File: src/rtl/cfgreg_pkg.sv
package cfgreg_pkg;

  typedef enum logic [1:0] {
    MODE_SINGLE = 2'b00,
    MODE_EXPAND = 2'b01,
    MODE_BOOT   = 2'b10,
    MODE_TEST   = 2'b11
  } mode_e;

  localparam int BIT_EEON  = 0;
  localparam int BIT_NOCOP = 2;
  localparam logic [7:0] UNUSED_ONES = 8'b0000_1010;
  localparam logic [7:0] POR_VALUE   = 8'hFF;

  typedef struct packed {
    logic loadLatch;
    logic wrLatch;
    logic wrBacking;
    logic rdHit;
    logic forceMap;
  } strobe_t;

endpackage

File: src/rtl/cfgreg_ctrl.sv
module cfgreg_ctrl
  import cfgreg_pkg::*;
#(
  parameter int ADDR_W = 16,
  parameter logic [ADDR_W-1:0] CFG_ADDR = 16'h103F,
  parameter int PROT_CYCLES = 64
) (
  input  logic              clk,
  input  logic              porN,
  input  logic              rstN,
  input  logic [1:0]        mode,
  input  logic [ADDR_W-1:0] busAddr,
  input  logic              rdEn,
  input  logic              wrEn,
  output strobe_t           strb
);
  localparam int CNT_W = $clog2(PROT_CYCLES) + 1;
  localparam logic [CNT_W-1:0] CNT_MAX = CNT_W'(PROT_CYCLES);

  logic [CNT_W-1:0] cycleCnt;
  logic             written;
  logic             cfgHit;
  logic             wrHit;
  logic             isSpecial;
  logic             protOpen;
  logic             protAccept;

  assign cfgHit     = (busAddr == CFG_ADDR);
  assign wrHit      = rstN && wrEn && cfgHit;
  assign isSpecial  = (mode == MODE_BOOT) || (mode == MODE_TEST);
  assign protOpen   = (cycleCnt < CNT_MAX) && !written;
  assign protAccept = wrHit && !isSpecial && protOpen;

  always_ff @(posedge clk or negedge porN) begin
    if (!porN) begin
      cycleCnt <= '0;
      written  <= 1'b0;
    end else if (!rstN) begin
      cycleCnt <= '0;
      written  <= 1'b0;
    end else begin
      if (cycleCnt != CNT_MAX) cycleCnt <= cycleCnt + 1'b1;
      if (protAccept) written <= 1'b1;
    end
  end

  always_comb begin
    strb.loadLatch = !rstN;
    strb.wrLatch   = wrHit && (mode == MODE_TEST);
    strb.wrBacking = protAccept || (wrHit && (mode == MODE_BOOT));
    strb.rdHit     = rdEn && cfgHit;
    strb.forceMap  = (mode == MODE_SINGLE) || (mode == MODE_BOOT);
  end

endmodule

File: src/rtl/cfgreg_dp.sv
module cfgreg_dp
  import cfgreg_pkg::*;
#(
  parameter int ADDR_W = 16,
  parameter int WIN_BITS = 9,
  parameter logic [ADDR_W-1:0] FORCED_BASE = 16'hFE00
) (
  input  logic              clk,
  input  logic              porN,
  input  strobe_t           strb,
  input  logic [ADDR_W-1:0] busAddr,
  input  logic [7:0]        wrData,
  output logic [7:0]        rdData,
  output logic              eepromSel,
  output logic              copEnable
);
  localparam int TAG_W = ADDR_W - WIN_BITS;

  logic [7:0]        backing;
  logic [7:0]        latches;
  logic [ADDR_W-1:0] winBase;
  logic              inWin;

  always_ff @(posedge clk or negedge porN) begin
    if (!porN) backing <= POR_VALUE;
    else if (strb.wrBacking) backing <= wrData;
  end

  always_ff @(posedge clk or negedge porN) begin
    if (!porN) latches <= POR_VALUE;
    else if (strb.loadLatch) latches <= backing;
    else if (strb.wrLatch) latches <= wrData;
  end

  assign winBase = strb.forceMap ? FORCED_BASE
                                 : {latches[7:4], {(ADDR_W-4){1'b0}}};
  assign inWin   = (busAddr[ADDR_W-1 -: TAG_W] == winBase[ADDR_W-1 -: TAG_W]);

  assign eepromSel = latches[BIT_EEON] && inWin;
  assign copEnable = !latches[BIT_NOCOP];
  assign rdData    = strb.rdHit ? (latches | UNUSED_ONES) : 8'h00;

endmodule

File: src/rtl/cfgreg_top.sv
module cfgreg_top
  import cfgreg_pkg::*;
#(
  parameter int ADDR_W = 16,
  parameter logic [ADDR_W-1:0] CFG_ADDR = 16'h103F,
  parameter int PROT_CYCLES = 64,
  parameter int WIN_BITS = 9,
  parameter logic [ADDR_W-1:0] FORCED_BASE = 16'hFE00
) (
  input  logic              clk,
  input  logic              porN,
  input  logic              rstN,
  input  logic [1:0]        mode,
  input  logic [ADDR_W-1:0] busAddr,
  input  logic              rdEn,
  input  logic              wrEn,
  input  logic [7:0]        wrData,
  output logic [7:0]        rdData,
  output logic              eepromSel,
  output logic              copEnable
);
  strobe_t strb;

  cfgreg_ctrl #(
    .ADDR_W(ADDR_W), .CFG_ADDR(CFG_ADDR), .PROT_CYCLES(PROT_CYCLES)
  ) ctrl_i (
    .clk(clk), .porN(porN), .rstN(rstN), .mode(mode),
    .busAddr(busAddr), .rdEn(rdEn), .wrEn(wrEn), .strb(strb)
  );

  cfgreg_dp #(
    .ADDR_W(ADDR_W), .WIN_BITS(WIN_BITS), .FORCED_BASE(FORCED_BASE)
  ) dp_i (
    .clk(clk), .porN(porN), .strb(strb), .busAddr(busAddr),
    .wrData(wrData), .rdData(rdData), .eepromSel(eepromSel),
    .copEnable(copEnable)
  );

endmodule

File: config.mk
export PLATFORM = sky130hd
export DESIGN_NAME = cfgreg_top
export DESIGN_NICKNAME = d
export VERILOG_FILES = /design/src/rtl/cfgreg_pkg.sv /design/src/rtl/cfgreg_ctrl.sv /design/src/rtl/cfgreg_dp.sv /design/src/rtl/cfgreg_top.sv
export SDC_FILE = /design/constraint.sdc
export NUM_CORES = 1
export LEC_CHECK = 0
export BUFFER_PORTS_ARGS = -buffer_cell sky130_fd_sc_hd__buf_2
export CAP_MARGIN = 20
export CORE_MARGIN = 3
export CORE_UTILIZATION = 45
export DETAILED_ROUTE_END_ITERATION = 10
export PLACE_DENSITY = 0.75
export SYNTH_ARGS = -nofsm -noshare
export SYNTH_HDL_FRONTEND = slang
export SYNTH_SLANG_ARGS = --single-unit
export TNS_END_PERCENT = 50
File: constraint.sdc
create_clock -name clk -period 1.6 [get_ports clk]
set_clock_uncertainty 0.2 [all_clocks]
set_input_delay 0.08 -clock clk [delete_from_list [all_inputs] [get_ports clk]]
set_output_delay 0.08 -clock clk [all_outputs]
set_load 0.05 [all_outputs]
# Word level (Yosys, flattened, before mapping)
# Index checks and enable logic that the tools add are counted.
[totals]
output_inout_bits = 10
elab_cells = 38
register_bits = 24
[classes]
eq_ne = 8
n_addsub = 1
muxes = 8
order_cmp = 1
reduce_logical = 16
[ops]
columns = ["operator", "count"]
rows = [
  ["$mux 8", 3],
  ["$eq 16x13->1 const B", 1],
  ["$mux 16", 1],
  ["$mux 7", 2],
  ["$logic_and 1x1->1", 9],
  ["$add 7x1->7 const B", 1],
  ["$eq 7x7->1", 1],
  ["$lt 7x7->1 const B", 1],
  ["$ne 7x7->1 const B", 1],
  ["$ne 2x1->1 const B", 3],
  ["$eq 2x2->1 const B", 2],
  ["$logic_not 1->1", 3],
  ["$logic_or 1x1->1", 3],
  ["$logic_not 2->1", 1],
  ["$mux 1", 2],
]

# Logic depth before layout (Yosys ltp)
# Gate-level depths: netlist of the first run.
[logic_depth]
ltp_word = 7
depth_mapped = 5

# Modules after synthesis
# A second synthesis of the first run with hierarchy kept.
[unflattened]
cells_unflattened = 117
area_unflattened_um2 = 1191.1
[modules_own_cells]
columns = ["mod", "seq_area_each_um2", "cells_each", "area_per_inst_um2", "n_inst"]
rows = [
  ["cfgreg_dp", 315.3, 62, 671.9, 1],
  ["cfgreg_ctrl", 200.2, 55, 519.2, 1],
]

# Worst setup path before layout of the first run
# No wires, ideal clock.
[synth_timing]
path_kind = "in2out"
from = "in busAddr[6]"
to = "out rdData[2]"
setup_slack_ps = -1040
n_path_buf = 1
cell_stages = 4
arrival_ps = 2360
cell_sequence = "nand4bb_1 or4_4 buf_2 nor4_1"
[synth_via]
elab_chain_cells = 3
[synth_lines]
columns = ["item", "line", "source"]
rows = [
  ["start, declared", "cfgreg_top.sv:14", "input logic [ADDR_W-1:0] busAddr,"],
  ["$eq 16x13->1", "cfgreg_ctrl.sv:28", "assign cfgHit = (busAddr == CFG_ADDR);"],
  ["$logic_and 1x1->1", "cfgreg_ctrl.sv:51", "strb.rdHit = rdEn && cfgHit;"],
  ["$mux 8", "cfgreg_dp.sv:41", "assign rdData = strb.rdHit ? (latches | UNUSED_ONES) : 8'h00;"],
  ["end, declared", "cfgreg_top.sv:18", "output logic [7:0] rdData,"],
]
# Every way passes these cells.

# Worst setup path in the final report of the first run
[layout_timing]
from = "reg dp_i.latches[5]"
to = "out eepromSel"
[layout_via]
elab_chain_cells = 3
[layout_lines]
columns = ["item", "line", "source"]
rows = [
  ["start, declared", "cfgreg_dp.sv:20", "logic [7:0] latches;"],
  ["start signal, assigned", "cfgreg_dp.sv:31", "else if (strb.loadLatch) latches <= backing;"],
  ["start signal, assigned", "cfgreg_dp.sv:32", "else if (strb.wrLatch) latches <= wrData;"],
  ["$mux 16", "cfgreg_dp.sv:35", "assign winBase = strb.forceMap ? FORCED_BASE"],
  ["$eq 7x7->1", "cfgreg_dp.sv:37", "assign inWin = (busAddr[ADDR_W-1 -: TAG_W] == winBase[ADDR_W-1 -: TAG_W]);"],
  ["$logic_and 1x1->1", "cfgreg_dp.sv:39", "assign eepromSel = latches[BIT_EEON] && inWin;"],
  ["end, declared", "cfgreg_top.sv:19", "output logic eepromSel,"],
]
# Every way passes these cells.

==> results of run 1 <==
-- power by group through the flow --
stage	Combinational, mW	Sequential, mW	Clock, mW
2_1_floorplan	0.0808	0.549	0
4_1_cts	0.208	0.545	0.254
3_3_place_gp	0.161	0.552	0
6_report	0.218	0.545	0.245
3_5_place_dp	0.169	0.554	0
5_1_grt	0.237	0.548	0.273
-- cell usage in the layout, fill, tap and decap left out, types with 5 or more instances in the layout --
cell type,n
o21ai_0,7
a31oi_1,6
nor2_1,6
xnor2_1,6
and2_4,5
dfrtp_1,8
buf_2,24
buf_8,7
dlygate4sd3_1,8
buf_4,20
mux2_4,6
buf_6,10
dfstp_2,12
or3_1,7
nand3_1,9
-- final timing paths --
kind / startpoint / endpoint / slack, ns / depth (start not counted)
worst max-delay path: dp_i.latches[5]$_DFFE_PN1P_ / eepromSel / -0.21 / 4
worst min-delay path: porN / ctrl_i.cycleCnt[4]$_DFFE_PN0P_ / 0.04 / 2
worst max register to register: ctrl_i.written$_DFFE_PN0P_ / dp_i.backing[2]$_DFFE_PN1P_ / -0.15 / 4
worst min register to register: dp_i.backing[6]$_DFFE_PN1P_ / dp_i.latches[6]$_DFFE_PN1P_ / 0.31 / 2
max in group asynchronous: porN / dp_i.backing[2]$_DFFE_PN1P_ / 0.82 / 2
min in group clk: mode[1] / ctrl_i.written$_DFFE_PN0P_ / 0.06 / 4
-- layer usage --
metal	GRT usage	routed length [µm]	part of all wire
met1	0.254	1450	0.41
met5	0	0	0
met4	0.0861	80	0.023
met2	0.366	1770	0.51
met3	0.0223	186	0.053
-- logic make-up (layout without fill, tap and decap cells) --
logic type / after synthesis / count (layout)
flip-flops: 20 / 20
XOR/XNOR: 9 / 9
adder cells (fa/ha/maj): 2 / 2
AO/OA/AOI/OAI: 17 / 17
AND/OR/NAND/NOR: 59 / 59
buffers and inverters: 13 / 79
multiplexers: 7 / 7
-- flip-flops by register name, indices dropped and copies added (netlist names) --
| register | flops |
|---|---|
| dp_i.backing | 6 |
| ctrl_i.written | 1 |
| ctrl_i.cycleCnt | 7 |
| dp_i.latches | 6 |
-- stage by stage --
stage                     setup slack [ns]  total power [mW]  area [µm²]  hold WS [ns]
after floorplan                     -0.314             0.630        1280        -0.416
after global routing                -0.257              1.06        1930        0.0561
after CTS                           -0.218              1.01        1870        0.0417
after detailed placement            -0.405             0.723        1570        -0.150
after global placement              -0.382             0.714        1570        -0.164
final                               -0.209              1.01        1930        0.0435
-- layout make-up --
class | count | area (µm²)
Clock buffer | 4 | 26.3
Timing Repair Buffer | 70 | 588
Sequential cell | 20 | 515
Fill cell | 163 | 596
Multi-Input combinational cell | 94 | 741
Tap cell | 30 | 37.5
Inverter | 5 | 18.8
-- what timing repair did --
item,CTS,global route
endpoints found under the setup margin,15,22
hold buffers,8,0
resized for setup,38,7
pin swaps,18,1
setup buffers,6,3
gates cloned,0,0
endpoints found under the hold margin,33,0
==> flow_summary.json, run 1 <==
{
  "synth-xor-area-share": 0.0644,
  "clk_path_buf_depth": 2,
  "crit_buf_inv": 1,
  "power_frac_comb": 0.216,
  "gp_congestion": 0.813,
  "fin_cells": 223,
  "initial_core_util": 0.486,
  "ys.flop_type": "dfstp_2",
  "slowest_stage": "dfstp_2",
  "ant_nets": 0,
  "worst_setup_path_end_kind": "primary output",
  "p_int_mw": 0.744,
  "wl_per_cell_um": 15.6,
  "syn-instance-count": 127,
  "synth-seq-cells": 20,
  "yosysSeqAreaShare": 0.421,
  "synth_common_cells": "dfstp_2, nand3_1",
  "report.final.slew_viol_count": 0,
  "setup_violations": 22,
  "synth_area_um2": 1220,
  "overflow": 0,
  "root_buffer": "clkbuf_4",
  "place_inst": 202,
  "synth_area_leader_cell": "dfstp_2",
  "path_clk_slew_ns": 0.11,
  "synth_compound_area_frac": 0.0807,
  "slew_headroom": 0.718,
  "ctsHtreeMaxLevel": 1,
  "path_max_fanout": 2,
  "yosysUniqueCellTypes": 31,
  "path_cells": "xnor2_1 > a31oi_2 > a211oi_4 > buf_6",
  "cts_sinks": 20,
  "post-route-min-period_ns": 1.81,
  "cts_made_buffers": 3,
  "max_stage_delay_ns": 0.56,
  "worstPathArrival_ns": 1.53,
  "ios": 41,
  "grt_pass1_vias": 1255,
  "peakVddDrop_mv": 0.590,
  "clkLatencyLatePin_ns": 0.29,
  "drtPass1Iterations": 4,
  "fp-row-count": 18,
  "grt_first_pass_wirelength_mm": 5.46,
  "path_delay_family": "flip-flops",
  "rsz0062_at_grt": "true",
  "cts_tree": "built",
  "yosys_warnings": 0,
  "port_buffers": 38,
  "cp-start-kind": "flop",
  "diodes": 0,
  "fin_util": 0.764,
  "drive_gt1_frac": 0.523,
  "grt_max_degree": 21,
  "seq_power_share": 0.541,
  "syn-num-nets": 160,
  "synth_edf_count": 0,
  "coreArea_um2": 2520,
  "finalCritPeriodShare": 1.13,
  "dieArea_um2": 3380,
  "p_clk_frac": 0.243,
  "synth_area_leaders": "dfstp_2, dfrtp_1, mux2_4",
  "power.switching_mw": 0.265,
  "fmax_ghz": 0.553,
  "grtUsageTotal": 0.207,
  "die_x_um": 58.2,
  "drt-initial-drc-count": 45,
  "final_nets": 227,
  "failed_checks": "negative setup slack",
  "pwr_density_cell_nw_per_um2": 523,
  "die_y_um": 58.2,
  "synth-adder-area-share": 0.0204,
  "areaGrowthSynthToFinish_pct": 57.3,
  "layout_setup_ws_ns": -0.209,
  "yosysMostFrequentCell": "dfstp_2",
  "vias": 1212,
  "leakage_nw": 0.872,
  "grt_antenna_before_repair": 0,
  "synthSimpleGateAreaFrac": 0.279,
  "swShare": 0.263,
  "vias_per_cell": 5.43,
  "drcViolationCount": 0,
  "dpl.hpwl_mm": 2.37,
  "critPathRequiredTime_ns": 1.32,
  "synth_area_per_cell_um2": 9.65,
  "outcome": "complete, but fails checks",
  "async_flop_share": 1.00,
  "synthMuxAreaShare": 0.0817,
  "max_cap_viol_count": 0,
  "finalSetupTns_ns": -3.39,
  "crit_type": "flop to primary output",
  "hp-class": "primary input to asynchronous set/reset pin",
  "netlist.area_leader.share": 0.257,
  "worstMarginPinSlew_ns": 0.423,
  "hold_viol_final": 0,
  "routed_wl_mm": 3.49,
  "synth_top_family_by_area": "simple AND/OR/NAND/NOR gates"
}
Power figures use the tool's default switching activity.
==> run 2, diff against run 1 <==
Settings changed: MAX_ROUTING_LAYER from default to met4.
==> flow_summary.json, run 2 (synthesis gave the netlist of run 1 again) <==
{
  "outcome": "complete, but fails checks",
  "failed_checks": "negative setup slack",
  "cts_made_buffers": 3,
  "p_clk_frac": 0.243,
  "initial_core_util": 0.486,
  "peakVddDrop_mv": 0.589,
  "clk_path_buf_depth": 2,
  "vias": 1231,
  "p_int_mw": 0.744,
  "fin_util": 0.764,
  "final_cell_mix": "buf_2, buf_4, dfstp_2",
  "total_power_mw": 1.01,
  "critPathRequiredTime_ns": 1.32,
  "regMostFlops": "ctrl_i.cycleCnt",
  "routed_wl_mm": 3.45,
  "ctsHtreeMaxLevel": 1,
  "report.final.slew_viol_count": 0,
  "cp-start-kind": "flop",
  "post-route-min-period_ns": 1.81,
  "drtPass1Iterations": 5,
  "grt_first_pass_wirelength_mm": 5.46,
  "path_max_fanout": 2,
  "max_stage_delay_ns": 0.56,
  "fin_hold_ws_ns": 0.0442,
  "cts_sinks": 20,
  "path_clk_slew_ns": 0.11,
  "overflow": 0,
  "r2r-start": "ctrl_i.written$_DFFE_PN0P_",
  "cp-startpoint": "dp_i.latches[5]$_DFFE_PN1P_",
  "wl_per_cell_um": 15.5,
  "dieArea_um2": 3380,
  "slew_headroom": 0.718,
  "clkLatencyLatePin_ns": 0.29,
  "post-place-ws_ns": -0.405,
  "power_frac_comb": 0.216,
  "placed_cell_area_um2": 1570,
  "swShare": 0.262,
  "grt_antenna_before_repair": 0,
  "die_y_um": 58.2,
  "worstMarginPinSlew_ns": 0.423,
  "grt_pass1_vias": 1255,
  "vias_per_cell": 5.52,
  "pwr_density_cell_nw_per_um2": 523,
  "die_x_um": 58.2,
  "ant_nets": 0,
  "areaGrowthSynthToFinish_pct": 57.3,
  "rsz0062_at_grt": "true",
  "finalSetupTns_ns": -3.38,
  "fin_area_um2": 1930,
  "grtUsageTotal": 0.213,
  "dpl.hpwl_mm": 2.37,
  "final_nets": 227,
  "leakage_nw": 0.872,
  "path_cells": "xnor2_1 > a31oi_2 > a211oi_4 > buf_6",
  "fmax_ghz": 0.552,
  "fillers": 163,
  "layout_setup_ws_ns": -0.210,
  "layout_commonest_cell": "buf_2",
  "fin_cells": 223,
  "drive_gt1_frac": 0.523,
  "worst_setup_path_end_kind": "primary output",
  "seq_power_share": 0.541,
  "root_buffer": "clkbuf_4",
  "reg_top3": "ctrl_i.cycleCnt (7), dp_i.backing (6), dp_i.latches (6)",
  "hp-class": "primary input to asynchronous set/reset pin",
  "port_buffers": 38,
  "cts_tree": "built",
  "drt-initial-drc-count": 45,
  "crit_type": "flop to primary output",
  "ios": 41,
  "hold_viol_final": 0,
  "gp_congestion": 0.825,
  "grt_max_degree": 21,
  "setup_violations": 22,
  "max_cap_viol_count": 0,
  "fp-row-count": 18,
  "power.switching_mw": 0.264,
  "diodes": 0,
  "place_inst": 202,
  "finalCritPeriodShare": 1.13,
  "coreArea_um2": 2520,
  "largest_reg_flops": 7,
  "worstPathArrival_ns": 1.53,
  "drcViolationCount": 0,
  "slowest_stage": "dfstp_2"
}
## run 2: area by class of cell
type,count,area [µm²],share of cell area
multi-input combinational,94,741,0.384
timing repair buffer,70,588,0.305
sequential,20,515,0.268
tap,30,37.5,0.0195
clock buffer,4,26.3,0.0136
inverter,5,18.8,0.00974
## run 2: worst paths after layout
| path | slack, ns | to | depth (start not counted) |
|---|---|---|---|
| max | -0.21 | eepromSel | 4 |
| min reg2reg | 0.31 | dp_i.latches[6]$_DFFE_PN1P_ | 2 |
| min | 0.04 | ctrl_i.cycleCnt[4]$_DFFE_PN0P_ | 2 |
| min in group clk | 0.06 | ctrl_i.written$_DFFE_PN0P_ | 4 |
| max in group asynchronous | 0.82 | dp_i.backing[2]$_DFFE_PN1P_ | 2 |
| max reg2reg | -0.15 | dp_i.backing[2]$_DFFE_PN1P_ | 4 |
## run 2: what timing repair did
action | in CTS | in global routing
pin swaps | 18 | 1
setup endpoints to repair | 15 | 22
gates resized for setup | 38 | 7
buffers inserted | 6 | 3
hold endpoints to repair | 33 | 0
hold buffers | 8 | 0
## run 2: worst max-delay path, delay by kind of cell (launching register included)
family | cells | cell delay (ns)
compound gates | 2 | 0.37
xor+xnor | 1 | 0.13
buf+inv | 1 | 0.19
flops | 1 | 0.56
## run 2: power by group through the flow
stage | Combinational, mW | Clock, mW | Sequential [mW]
floorplan | 0.0808 | 0 | 0.549
global placement | 0.161 | 0 | 0.552
detailed placement | 0.169 | 0 | 0.554
CTS | 0.208 | 0.254 | 0.545
global route | 0.237 | 0.273 | 0.548
finish | 0.218 | 0.245 | 0.545
## run 2: metal layers
layer | share of wire | GRT usage
met2 | 0.51 | 0.366
met1 | 0.41 | 0.255
met4 | 0.022 | 0.0861
met3 | 0.057 | 0.0200
met5 | 0 | -
==> run 3, diff against run 2 <==
Settings changed: CORE_UTILIZATION 45 to 44, PLACE_DENSITY 0.75 to 0.74, SYNTH_HIERARCHICAL from default to 1.
==> flow_summary.json, run 3 <==
{
  "cp-start-kind": "flop",
  "peakVddDrop_mv": 0.607,
  "gp_congestion": 0.815,
  "drtPass1Iterations": 4,
  "fp-row-count": 18,
  "worstPathArrival_ns": 1.72,
  "r2r_end": "dp_i/backing[7]$_DFFE_PN1P_",
  "synthMuxAreaShare": 0.107,
  "cts_made_buffers": 3,
  "pwr_density_cell_nw_per_um2": 554,
  "reg_top3": "ctrl_i/cycleCnt (7), dp_i/backing (6), dp_i/latches (6)",
  "largest_reg_flops": 7,
  "layout_commonest_cell": "buf_2",
  "die_x_um": 58.0,
  "slew_headroom": 0.655,
  "synth-adder-area-share": 0.0210,
  "ios": 41,
  "ant_nets": 0,
  "fmax_ghz": 0.500,
  "outcome": "complete, but fails checks",
  "worst_setup_path_end_kind": "primary output",
  "drive_gt1_frac": 0.505,
  "vias_per_cell": 5.31,
  "routed_wl_mm": 2.95,
  "areaGrowthSynthToFinish_pct": 44.4,
  "coreArea_um2": 2520,
  "path_clk_slew_ns": 0.10,
  "path_max_fanout": 2,
  "grt_first_pass_wirelength_mm": 4.69,
  "crit_type": "flop to primary output",
  "diodes": 0,
  "cts_tree": "built",
  "failed_checks": "negative setup slack",
  "grt_antenna_before_repair": 0,
  "synth_compound_area_frac": 0.127,
  "syn-instance-count": 117,
  "final_cell_mix": "buf_2, buf_4, nand2_1, dfstp_2, dlygate4sd3_1",
  "drt-initial-drc-count": 58,
  "fin_util": 0.682,
  "grt_pass1_vias": 1131,
  "synthSimpleGateAreaFrac": 0.231,
  "synth-seq-cells": 20,
  "synth_area_leader_cell": "dfstp_2",
  "clkLatencyLatePin_ns": 0.29,
  "worstMarginPinSlew_ns": 0.514,
  "initial_core_util": 0.472,
  "root_buffer": "clkbuf_4",
  "leakage_nw": 0.765,
  "syn-num-nets": 150,
  "dpl.hpwl_mm": 2.22,
  "synth_edf_count": 0,
  "drcViolationCount": 0,
  "r2r_cells": 5,
  "wl_per_cell_um": 13.9,
  "regMostFlops": "ctrl_i/cycleCnt",
  "r2r_slack_ns": 0.06,
  "synth_area_leaders": "dfstp_2, dfrtp_1, mux2_2",
  "async_flop_share": 1.00,
  "synth_area_um2": 1190,
  "synth_area_per_cell_um2": 10.2,
  "netlist.area_leader.share": 0.265,
  "vias": 1125,
  "port_buffers": 38,
  "finalCritPeriodShare": 1.25,
  "r2r-start": "ctrl_i/written$_DFFE_PN0P_",
  "final_nets": 216,
  "synth-xor-area-share": 0.0368,
  "overflow": 0,
  "cts_sinks": 20,
  "ys.flop_type": "dfstp_2",
  "synth_common_cells": "dfstp_2, nand2_1, dfrtp_1, o21ai_0",
  "synth_top_family_by_area": "simple AND/OR/NAND/NOR gates",
  "ctsHtreeMaxLevel": 1,
  "setup_violations": 5,
  "max_cap_viol_count": 0,
  "report.final.slew_viol_count": 0,
  "yosysUniqueCellTypes": 38,
  "yosysSeqAreaShare": 0.433,
  "dieArea_um2": 3370,
  "hold_viol_final": 0,
  "rsz0062_at_grt": "true",
  "hp-class": "primary input to asynchronous set/reset pin",
  "grtUsageTotal": 0.184,
  "grt_max_degree": 21,
  "clk_path_buf_depth": 2,
  "layout_setup_ws_ns": -0.401,
  "yosys_warnings": 6,
  "post-route-min-period_ns": 2.00,
  "critPathRequiredTime_ns": 1.32,
  "die_y_um": 58.0,
  "post-place-ws_ns": -0.179
}
==> run 3: changes by cell type after synthesis, sizes merged, moves of 5 or more <==
cell   previous run  this run
or3               7         2
mux2i             1         6
a21oi             0         6
xnor2             8         1
a31oi             7         0
nand2             4        12
==> run 3: routing by layer <==
layer,vias to the layer above,global-route usage,part of all wire
met5,-,-,0
met4,0,0.0497,0.0027
met3,2,0.0245,0.088
met2,46,0.329,0.52
met1,530,0.217,0.39
li1,547,-,-
==> run 3: where the power goes <==
part | internal, mW | switching (mW)
registers | 0.513 | 0.00749
logic | 0.0807 | 0.0689
clock network | 0.139 | 0.144
total | 0.733 | 0.220
==> run 3: area by class of cell <==
class	instances	area, µm²
Inverter	7	26.3
Tap cell	30	37.5
Clock buffer	4	36.3
Fill cell	197	802
Multi-Input combinational cell	85	653
Sequential cell	20	515
Timing Repair Buffer	66	452
==> run 3: cell families (layout without fill, tap and decap cells) <==
| kind of cell | Yosys count | count (layout) |
|---|---|---|
| AOI/OAI and AO/OA | 23 | 23 |
| xor gates and xnor gates | 5 | 5 |
| adders and majority gates | 2 | 2 |
| buffers and inverters | 12 | 77 |
| DFF | 20 | 20 |
| muxes | 12 | 12 |
| and+or+nand+nor | 43 | 43 |
==> run 3: worst max-delay path by stage <==
stage               depth (start not counted)                   startpoint                           to
floorplan                                   3  dp_i/latches[4]$_DFFE_PN1P_                    eepromSel
global placement                            4  dp_i/latches[4]$_DFFE_PN1P_                    eepromSel
detailed placement                          6                  busAddr[10]  dp_i/backing[7]$_DFFE_PN1P_
CTS                                         4  dp_i/latches[4]$_DFFE_PN1P_                    eepromSel
global route                                4  dp_i/latches[4]$_DFFE_PN1P_                    eepromSel
finish                                      4  dp_i/latches[4]$_DFFE_PN1P_                    eepromSel
==> run 3: timing repair <==
| item | CTS | global route |
|---|---|---|
| hold buffers | 10 | 0 |
| gates resized for setup | 10 | 4 |
| pin swaps | 1 | 1 |
| buffers inserted | 0 | 0 |
| setup endpoints to repair | 9 | 19 |
| hold endpoints to repair | 33 | 0 |
==> run 3: worst max-delay path, cell delays in order, from the launching register on <==
cell      delay (ns)
dfstp_2         0.55
xor2_1          0.06
or4_4           0.42
a211oi_4        0.21
buf_6           0.18
==> run 3: stage by stage <==
| step | hold slack [ns] | setup TNS [ns] | instance area (µm²) | instances | total power [mW] |
|---|---|---|---|---|---|
| finish | 0.0515 | -0.435 | 1720 | 212 | 0.953 |
| global route | 0.0820 | -1.23 | 1720 | 212 | 0.996 |
| CTS | 0.0523 | -0.544 | 1710 | 212 | 0.963 |
| detailed placement | -0.157 | -2.56 | 1540 | 198 | 0.657 |
| global placement | -0.161 | -1.08 | 1540 | 198 | 0.650 |
| floorplan | -0.416 | -0.244 | 1210 | 117 | 0.575 |
